**src/rtl/fpw_pkg.sv**
```systemverilog
package fpw_pkg;

   typedef enum logic [3:0] {
      ST_IDLE,
      ST_WEN,
      ST_GAP,
      ST_PCMD,
      ST_PDATA,
      ST_PWAIT,
      ST_SCMD,
      ST_REST,
      ST_FIN
   } fpw_state_e;

   localparam logic [7:0] OP_WEN  = 8'h06;
   localparam logic [7:0] OP_PROG = 8'h02;
   localparam logic [7:0] OP_STAT = 8'h05;

endpackage

```
**src/rtl/fpw_shift.sv**
```systemverilog
// One-byte SPI mode-0 shifter: drives MSB first, samples on the rising edge.
module fpw_shift #(
   parameter int SCK_HALF = 2
) (
   input  logic       clk,
   input  logic       rst_n,
   input  logic       start,
   input  logic [7:0] tx,
   output logic       busy,
   output logic       done,
   output logic [7:0] rx,
   output logic       sck,
   output logic       mosi,
   input  logic       miso
);
   localparam int DW = $clog2(SCK_HALF + 1);

   logic [DW-1:0] div_q;
   logic [2:0]    bit_q;
   logic [7:0]    sr_q;
   logic [7:0]    rx_q;
   logic          sck_q;
   logic          act_q;
   logic          done_q;

   always_ff @(posedge clk or negedge rst_n) begin
      if (!rst_n) begin
         div_q  <= '0;
         bit_q  <= '0;
         sr_q   <= '0;
         rx_q   <= '0;
         sck_q  <= 1'b0;
         act_q  <= 1'b0;
         done_q <= 1'b0;
      end else begin
         done_q <= 1'b0;
         if (start) begin
            sr_q  <= tx;
            bit_q <= '0;
            div_q <= '0;
            sck_q <= 1'b0;
            act_q <= 1'b1;
         end else if (act_q) begin
            if (div_q == DW'(SCK_HALF - 1)) begin
               div_q <= '0;
               if (!sck_q) begin
                  sck_q <= 1'b1;
                  rx_q  <= {rx_q[6:0], miso};
               end else begin
                  sck_q <= 1'b0;
                  sr_q  <= {sr_q[6:0], 1'b0};
                  if (bit_q == 3'd7) begin
                     act_q  <= 1'b0;
                     done_q <= 1'b1;
                  end else begin
                     bit_q <= bit_q + 3'd1;
                  end
               end
            end else begin
               div_q <= div_q + DW'(1);
            end
         end
      end
   end

   assign busy = act_q;
   assign done = done_q;
   assign rx   = rx_q;
   assign sck  = sck_q;
   assign mosi = act_q & sr_q[7];

   // a new byte is never loaded over one still on the wire
   p_start_idle_r4: assert property (@(posedge clk) disable iff (!rst_n)
      start |-> !act_q);

   // the clock toggles only while a byte is in flight
   p_sck_active_r4: assert property (@(posedge clk) disable iff (!rst_n)
      !act_q |=> !sck_q);

endmodule

```
**src/rtl/fpw_chunk.sv**
```systemverilog
// Bytes that fit before the next page boundary, capped by what remains.
module fpw_chunk #(
   parameter int PAGE_BYTES = 256,
   parameter int LEN_W      = 24
) (
   input  logic [$clog2(PAGE_BYTES)-1:0] off,
   input  logic [LEN_W-1:0]              rem,
   output logic [$clog2(PAGE_BYTES):0]   len
);
   localparam int CH_W = $clog2(PAGE_BYTES) + 1;

   logic [CH_W-1:0] room;

   assign room = CH_W'(PAGE_BYTES) - CH_W'(off);

   generate
      if (LEN_W > CH_W) begin : g_wide
         assign len = (rem < LEN_W'(room)) ? CH_W'(rem) : room;
      end else begin : g_narrow
         assign len = (CH_W'(rem) < room) ? CH_W'(rem) : room;
      end
   endgenerate

endmodule

```
**src/rtl/fpw_wait.sv**
```systemverilog
// Cycle counter for chip-select-high intervals; cleared whenever not running.
module fpw_wait #(
   parameter int W = 8
) (
   input  logic         clk,
   input  logic         rst_n,
   input  logic         run,
   input  logic [W-1:0] limit,
   output logic         hit
);
   logic [W-1:0] cnt_q;

   assign hit = run && (cnt_q == limit - W'(1));

   always_ff @(posedge clk or negedge rst_n) begin
      if (!rst_n)      cnt_q <= '0;
      else if (!run)   cnt_q <= '0;
      else if (!hit)   cnt_q <= cnt_q + W'(1);
   end

   // the interval ends exactly at its limit, never runs past it
   p_cnt_bound_r3: assert property (@(posedge clk) disable iff (!rst_n)
      run |-> (cnt_q < limit));

endmodule

```
**src/rtl/flash_page_writer.sv**
```systemverilog
module flash_page_writer
   import fpw_pkg::*;
#(
   parameter int ADDR_W     = 24,
   parameter int LEN_W      = 24,
   parameter int PAGE_BYTES = 256,
   parameter int SCK_HALF   = 2,
   parameter int GAP_CYC    = 500,
   parameter int POLL_CYC   = 50000,
   parameter int MAX_POLLS  = 1000,
   parameter int BUSY_BIT   = 0
) (
   input  logic              clk,
   input  logic              rst_n,
   input  logic              req_valid,
   output logic              req_ready,
   input  logic [ADDR_W-1:0] req_addr,
   input  logic [LEN_W-1:0]  req_len,
   input  logic              s_valid,
   output logic              s_ready,
   input  logic [7:0]        s_data,
   output logic              done,
   output logic              error,
   output logic              spi_sck,
   output logic              spi_csn,
   output logic              spi_mosi,
   input  logic              spi_miso
);
   localparam int ADDR_BYTES = ADDR_W / 8;
   localparam int PG_BITS    = $clog2(PAGE_BYTES);
   localparam int CH_W       = PG_BITS + 1;
   localparam int WAIT_MAX   = (POLL_CYC > GAP_CYC) ? POLL_CYC : GAP_CYC;
   localparam int WT_W       = $clog2(WAIT_MAX + 1);
   localparam int PL_W       = $clog2(MAX_POLLS + 1);
   localparam logic [7:0] BUSY_MASK = 8'(1 << BUSY_BIT);

   generate
      if (ADDR_W % 8 != 0 || ADDR_W < 8 || ADDR_W > 32) begin : g_bad_addr
         $error("ADDR_W must be 8, 16, 24 or 32");
      end
      if (PAGE_BYTES < 2 || (PAGE_BYTES & (PAGE_BYTES - 1)) != 0) begin : g_bad_page
         $error("PAGE_BYTES must be a power of two of at least 2");
      end
      if (LEN_W < CH_W) begin : g_bad_len
         $error("LEN_W must hold one full page count");
      end
      if (GAP_CYC < 1 || POLL_CYC < 1 || MAX_POLLS < 1 || SCK_HALF < 1) begin : g_bad_time
         $error("intervals, divider and poll budget must be at least 1");
      end
      if (BUSY_BIT < 0 || BUSY_BIT > 7) begin : g_bad_bit
         $error("BUSY_BIT must index the status byte");
      end
   endgenerate

   fpw_state_e        st;
   logic              pend_q;
   logic [2:0]        idx_q;
   logic [ADDR_W-1:0] addr_q;
   logic [LEN_W-1:0]  rem_q;
   logic [CH_W-1:0]   clen_q;
   logic [CH_W-1:0]   cleft_q;
   logic [PL_W-1:0]   polls_q;
   logic              err_q;

   logic              sh_start, sh_busy, sh_done;
   logic [7:0]        sh_tx, sh_rx;
   logic [CH_W-1:0]   chunk_w;
   logic              wait_run, wait_hit;
   logic [WT_W-1:0]   wait_lim;
   logic              in_frame;
   logic [7:0]        cmd_byte;
   logic [31:0]       addr_al, addr_sh;
   logic [2:0]        aix;
   logic              stat_busy;

   // ---------------- submodules ----------------
   fpw_shift #(.SCK_HALF(SCK_HALF)) u_shift (
      .clk   (clk),
      .rst_n (rst_n),
      .start (sh_start),
      .tx    (sh_tx),
      .busy  (sh_busy),
      .done  (sh_done),
      .rx    (sh_rx),
      .sck   (spi_sck),
      .mosi  (spi_mosi),
      .miso  (spi_miso)
   );

   fpw_chunk #(.PAGE_BYTES(PAGE_BYTES), .LEN_W(LEN_W)) u_chunk (
      .off (addr_q[PG_BITS-1:0]),
      .rem (rem_q),
      .len (chunk_w)
   );

   fpw_wait #(.W(WT_W)) u_wait (
      .clk   (clk),
      .rst_n (rst_n),
      .run   (wait_run),
      .limit (wait_lim),
      .hit   (wait_hit)
   );

   // ---------------- decode ----------------
   assign in_frame  = (st == ST_WEN) || (st == ST_PCMD) || (st == ST_PDATA) || (st == ST_SCMD);
   assign spi_csn   = !in_frame;
   assign req_ready = (st == ST_IDLE);
   assign done      = (st == ST_FIN);
   assign error     = err_q;
   assign s_ready   = (st == ST_PDATA) && !sh_busy && !sh_done && (cleft_q != '0);

   assign wait_run  = (st == ST_GAP) || (st == ST_PWAIT) || (st == ST_REST);
   assign wait_lim  = (st == ST_PWAIT) ? WT_W'(POLL_CYC) : WT_W'(GAP_CYC);

   assign stat_busy = |(sh_rx & BUSY_MASK);

   // address bytes, most significant first, picked by shifting a left-aligned copy
   assign addr_al = 32'(addr_q) << (32 - ADDR_W);
   assign aix     = idx_q - 3'd1;
   assign addr_sh = addr_al << {aix, 3'b000};

   always_comb begin
      case (st)
         ST_WEN:  cmd_byte = OP_WEN;
         ST_PCMD: cmd_byte = (idx_q == 3'd0) ? OP_PROG : addr_sh[31:24];
         ST_SCMD: cmd_byte = (idx_q == 3'd0) ? OP_STAT : 8'h00;
         default: cmd_byte = 8'h00;
      endcase
   end

   assign sh_start = pend_q || (s_valid && s_ready);
   assign sh_tx    = (st == ST_PDATA) ? s_data : cmd_byte;

   // ---------------- sequencer ----------------
   always_ff @(posedge clk or negedge rst_n) begin
      if (!rst_n) begin
         st      <= ST_IDLE;
         pend_q  <= 1'b0;
         idx_q   <= '0;
         addr_q  <= '0;
         rem_q   <= '0;
         clen_q  <= '0;
         cleft_q <= '0;
         polls_q <= '0;
         err_q   <= 1'b0;
      end else begin
         pend_q <= 1'b0;
         case (st)
            ST_IDLE: if (req_valid) begin
               addr_q <= req_addr;
               rem_q  <= req_len;
               err_q  <= 1'b0;
               if (req_len == '0) begin
                  st <= ST_FIN;
               end else begin
                  st     <= ST_WEN;
                  pend_q <= 1'b1;
                  idx_q  <= '0;
               end
            end
            ST_WEN: if (sh_done) st <= ST_GAP;
            ST_GAP: if (wait_hit) begin
               st      <= ST_PCMD;
               pend_q  <= 1'b1;
               idx_q   <= '0;
               clen_q  <= chunk_w;
               cleft_q <= chunk_w;
               polls_q <= '0;
            end
            ST_PCMD: if (sh_done) begin
               if (idx_q == 3'(ADDR_BYTES)) begin
                  st <= ST_PDATA;
               end else begin
                  idx_q  <= idx_q + 3'd1;
                  pend_q <= 1'b1;
               end
            end
            ST_PDATA: if (sh_done) begin
               cleft_q <= cleft_q - CH_W'(1);
               if (cleft_q == CH_W'(1)) st <= ST_PWAIT;
            end
            ST_PWAIT: if (wait_hit) begin
               st     <= ST_SCMD;
               pend_q <= 1'b1;
               idx_q  <= '0;
            end
            ST_SCMD: if (sh_done) begin
               if (idx_q == 3'd0) begin
                  idx_q  <= 3'd1;
                  pend_q <= 1'b1;
               end else if (stat_busy) begin
                  if (polls_q == PL_W'(MAX_POLLS - 1)) begin
                     err_q <= 1'b1;
                     st    <= ST_FIN;
                  end else begin
                     polls_q <= polls_q + PL_W'(1);
                     st      <= ST_PWAIT;
                  end
               end else begin
                  addr_q <= addr_q + ADDR_W'(clen_q);
                  rem_q  <= rem_q - LEN_W'(clen_q);
                  if (rem_q == LEN_W'(clen_q)) st <= ST_FIN;
                  else                         st <= ST_REST;
               end
            end
            ST_REST: if (wait_hit) begin
               st     <= ST_WEN;
               pend_q <= 1'b1;
               idx_q  <= '0;
            end
            ST_FIN:  st <= ST_IDLE;
            default: st <= ST_IDLE;
         endcase
      end
   end

   // ---------------- assertions ----------------
   // the loaded chunk ends on or before the page boundary
   p_no_cross_r1: assert property (@(posedge clk) disable iff (!rst_n)
      (st == ST_PCMD) |-> ((CH_W + 1)'(addr_q[PG_BITS-1:0]) + (CH_W + 1)'(clen_q)
                           <= (CH_W + 1)'(PAGE_BYTES)));

   // a program frame never exceeds one page and is never empty
   p_chunk_cap_r2: assert property (@(posedge clk) disable iff (!rst_n)
      (st == ST_PDATA) |-> (clen_q != '0 && clen_q <= CH_W'(PAGE_BYTES) && cleft_q <= clen_q));

   // serial clock rests low outside a frame
   p_sck_idle_r4: assert property (@(posedge clk) disable iff (!rst_n)
      spi_csn |-> !spi_sck);

   // the error flag is raised only together with the end pulse
   p_err_at_done_r7: assert property (@(posedge clk) disable iff (!rst_n)
      $rose(err_q) |-> done);

   // stream bytes are taken only inside a program frame
   p_ready_frame_r8: assert property (@(posedge clk) disable iff (!rst_n)
      s_ready |-> (!spi_csn && !sh_busy));

   // done lasts a single cycle
   p_done_pulse_r9: assert property (@(posedge clk) disable iff (!rst_n)
      done |=> !done);

endmodule

```
**config.mk**
```make
export PLATFORM = sky130hd
export DESIGN_NAME = flash_page_writer
export DESIGN_NICKNAME = d
export VERILOG_FILES = /design/src/rtl/fpw_pkg.sv /design/src/rtl/fpw_shift.sv /design/src/rtl/fpw_chunk.sv /design/src/rtl/fpw_wait.sv /design/src/rtl/flash_page_writer.sv
export SDC_FILE = /design/constraint.sdc
export NUM_CORES = 1
export LEC_CHECK = 0
export ABC_CLOCK_PERIOD_IN_PS = 4000
export BUFFER_PORTS_ARGS = -buffer_cell sky130_fd_sc_hd__buf_2
export CORE_ASPECT_RATIO = 1.2
export CORE_MARGIN = 5
export CORE_UTILIZATION = 61
export CTS_CLUSTER_SIZE = 25
export DETAILED_ROUTE_END_ITERATION = 7
export GPL_ROUTABILITY_DRIVEN = 1
export PLACE_DENSITY = 0.81
export SLEW_MARGIN = 20
export SYNTH_ARGS = -nofsm -noshare
export SYNTH_HDL_FRONTEND = slang
export SYNTH_SLANG_ARGS = --single-unit
export TNS_END_PERCENT = 1
```
**constraint.sdc**
```tcl
create_clock -name clk -period 4 [get_ports clk]
set_input_delay 0.8 -clock clk [delete_from_list [all_inputs] [get_ports clk]]
set_output_delay 0.8 -clock clk [all_outputs]
set_load 0.01 [all_outputs]
```
==> run summary <==
outcome = finished clean
# DRC = 0
Hold WC Path Type = input port to asynchronous set/reset pin
largest buffer count on any clock path = 2
share of layout cells above drive strength 1 = 13.6%
crit-path cells = nor4_1 > nand2_1 > nor3_1 > inv_1 > ha_1 > and3_1 > a221o_1 > nor3_1 > o21a_1 > mux2_2 > a21oi_1
Vias = 7950
Tot GR Track Use = 30.6%
most frequent cells in the layout = dfrtp_1, nor2_1, nand2_1
Pleak = 3.94 nW
multi-input logic area = 4980 sq um
I/O Buffers = 67
slowest stage cell, crit path = o21a_1
Crit path top cell by count = nor3_1
power per cell area = 285 nW/um^2
CP Launch Type = flip-flop
period utilization = 90.7%
Clock Sinks = 118
number of max-cap violations = 0
CTS tree = yes
Req. time, crit path = 4350 ps
Synth top area share = 35.7%
worst path bufs/invs = 1
IO Pins = 68
htree depth = 4
DR iter-0 viols = 861
number of global-route vias before repair = 7433
Layout Utilization = 70.2%
Mapped Cells = 974
Pins Over Slew Limit = 0
CP top delay family = simple AND/OR/NAND/NOR gates
worst skew pair latency = 430 ps
total clock buffers created by CTS = 17
final setup vio count = 0
main flop type after synthesis = dfrtp_1
Post-CTS Repair Setup Buffers = 0
part of the Yosys area used for sequential elements = 35.7%
total global routing overflow = 0
Hold Violations, Final = 0
relative slew slack = 33.0%
commonest non-fill, non-tap cell in the layout = dfrtp_1
die footprint = 16000 sq um
post-route setup TNS = 0 ps
final instance area = 9290 sq um
Synth cell types = 77
CP Class = flip-flop to flip-flop
core area = 13200 sq um
num rows = 46
FMAX = 276 MHz
CP peak stage delay = 480 ps
post-synth top area cell = dfrtp_1
Post-synth EDFFs = 0
Register Area = 2950 sq um
CTS root buffer = clkbuf_16
Period minus WS final = 3630 ps
Yosys Warn Count = 0
Tightest Pin Transition = 1000 ps
Initial Util = 62.4%
dpl hpwl = 16900 microns
Wirelength per Cell = 19.4 microns
maximum fanout along the worst path = 9
global-route wire length before repair = 38100 microns
RSZ-0062 raised after global routing = false
Mapped Nets = 1075
Yosys reg bits = 118
Post-CTS Hold Fix Bufs = 0
Routed Antenna Nets = 0
Hold Slack = 432 ps
largest net degree at the start of global routing = 55
nets@finish = 1123
CP arrival = 3980 ps
clock skew = 7.67 ps
post-layout power = 2.65 mW
VDD IR max = 263 uV
number of fillers in the final layout = 1080
CTS clk-pin slew, worst paths = 50 ps
synthesized area = 8260 sq um
DIE HEIGHT = 137 microns
initial antenna violation count = 0
top cells by area, synth = dfrtp_1, ha_1, a21oi_1
DR vias/cell = 6.61
DP Area = 8760 sq um
area grow syn2layout = 12.4%
Placer Congestion = 0.958
CP Capture Type = flip-flop
DRT Pass-1 Iters = 5
syn avg cell area = 8.48 sq um
Antenna Cells = 0
cts repair resizes = 0
ys async rst share = 100%
Die Wd = 116 microns
final wirelength = 23400 microns
-- stage by stage --
step | std cells | setup WS [ps]
4_1_cts | 1202 | 434
5_1_grt | 1202 | 130
3_5_place_dp | 1171 | 544
2_1_floorplan | 974 | 1060
3_3_place_gp | 1171 | 747
6_report | 1202 | 370
-- power breakdown --
group / total (mW) / switching (mW) / internal, mW
clock network: 1.38 / 0.525 / 0.850
registers: 1.20 / 0.00205 / 1.20
logic: 0.0757 / 0.0460 / 0.0297
-- cells by family after synthesis --
| kind of cell | count (synthesis) | synth area share (%) |
|---|---|---|
| buf+inv | 94 | 4.51 |
| xor+xnor | 32 | 3.39 |
| fa+ha+maj | 40 | 6.24 |
| compound gates | 269 | 21.7 |
| flops | 118 | 35.7 |
| mux | 30 | 3.77 |
| simple gates | 391 | 24.6 |
-- sequential cells by signal, indices dropped and copies added, names as in the netlist, 4 cells and up --
register and cells:
polls_q 10, cleft_q 9, u_shift.sr_q 8, clen_q 9, st 4, u_wait.cnt_q 16
rem_q 24, addr_q 24
-- routing by layer --
| metal | up-vias | part of all wire [%] | track usage, % |
|---|---|---|---|
| met3 | 84 | 7.4 | 5.36 |
| li1 | 3733 | - | - |
| met1 | 3779 | 42 | 40.8 |
| met5 | - | 0 | 0 |
| met2 | 354 | 46 | 48.3 |
| met4 | 0 | 4.4 | 14.1 |
-- final timing paths --
path                       startpoint               to  slack [ps]  cells after the start
max                         addr_q[4]       cleft_q[7]         370                     11
min                             rst_n  u_wait.cnt_q[9]         430                      1
max reg2reg                 addr_q[4]       cleft_q[7]         370                     11
min reg2reg                polls_q[8]       polls_q[8]         490                      1
max in group asynchronous       rst_n       addr_q[15]        2840                      2
min in group clk           polls_q[8]       polls_q[8]         490                      1
-- cell usage after synthesis, types with 13 or more instances --
| cell type | number |
|---|---|
| mux2i_1 | 21 |
| nand2_1 | 79 |
| ha_1 | 38 |
| nand3_1 | 42 |
| o211ai_1 | 15 |
| nor2_1 | 87 |
| a21o_1 | 18 |
| clkbuf_1 | 35 |
| nand4_1 | 20 |
| inv_1 | 40 |
| nor3_1 | 43 |
| a211oi_1 | 17 |
| a21oi_1 | 73 |
| and3_1 | 17 |
| nor4_1 | 21 |
| o21ai_0 | 47 |
| xnor2_1 | 26 |
| buf_2 | 13 |
| dfrtp_1 | 118 |
-- final cells by class --
type / instances / area share [%]
repair buffers: 83 / 5.07
inverters: 40 / 1.62
flip-flops and latches: 118 / 31.8
clock buffers: 28 / 5.46
well taps: 168 / 2.26
clock inverters: 3 / 0.189
multi-input cells: 762 / 53.6
No activity file was read; power rests on OpenSTA's default activity.
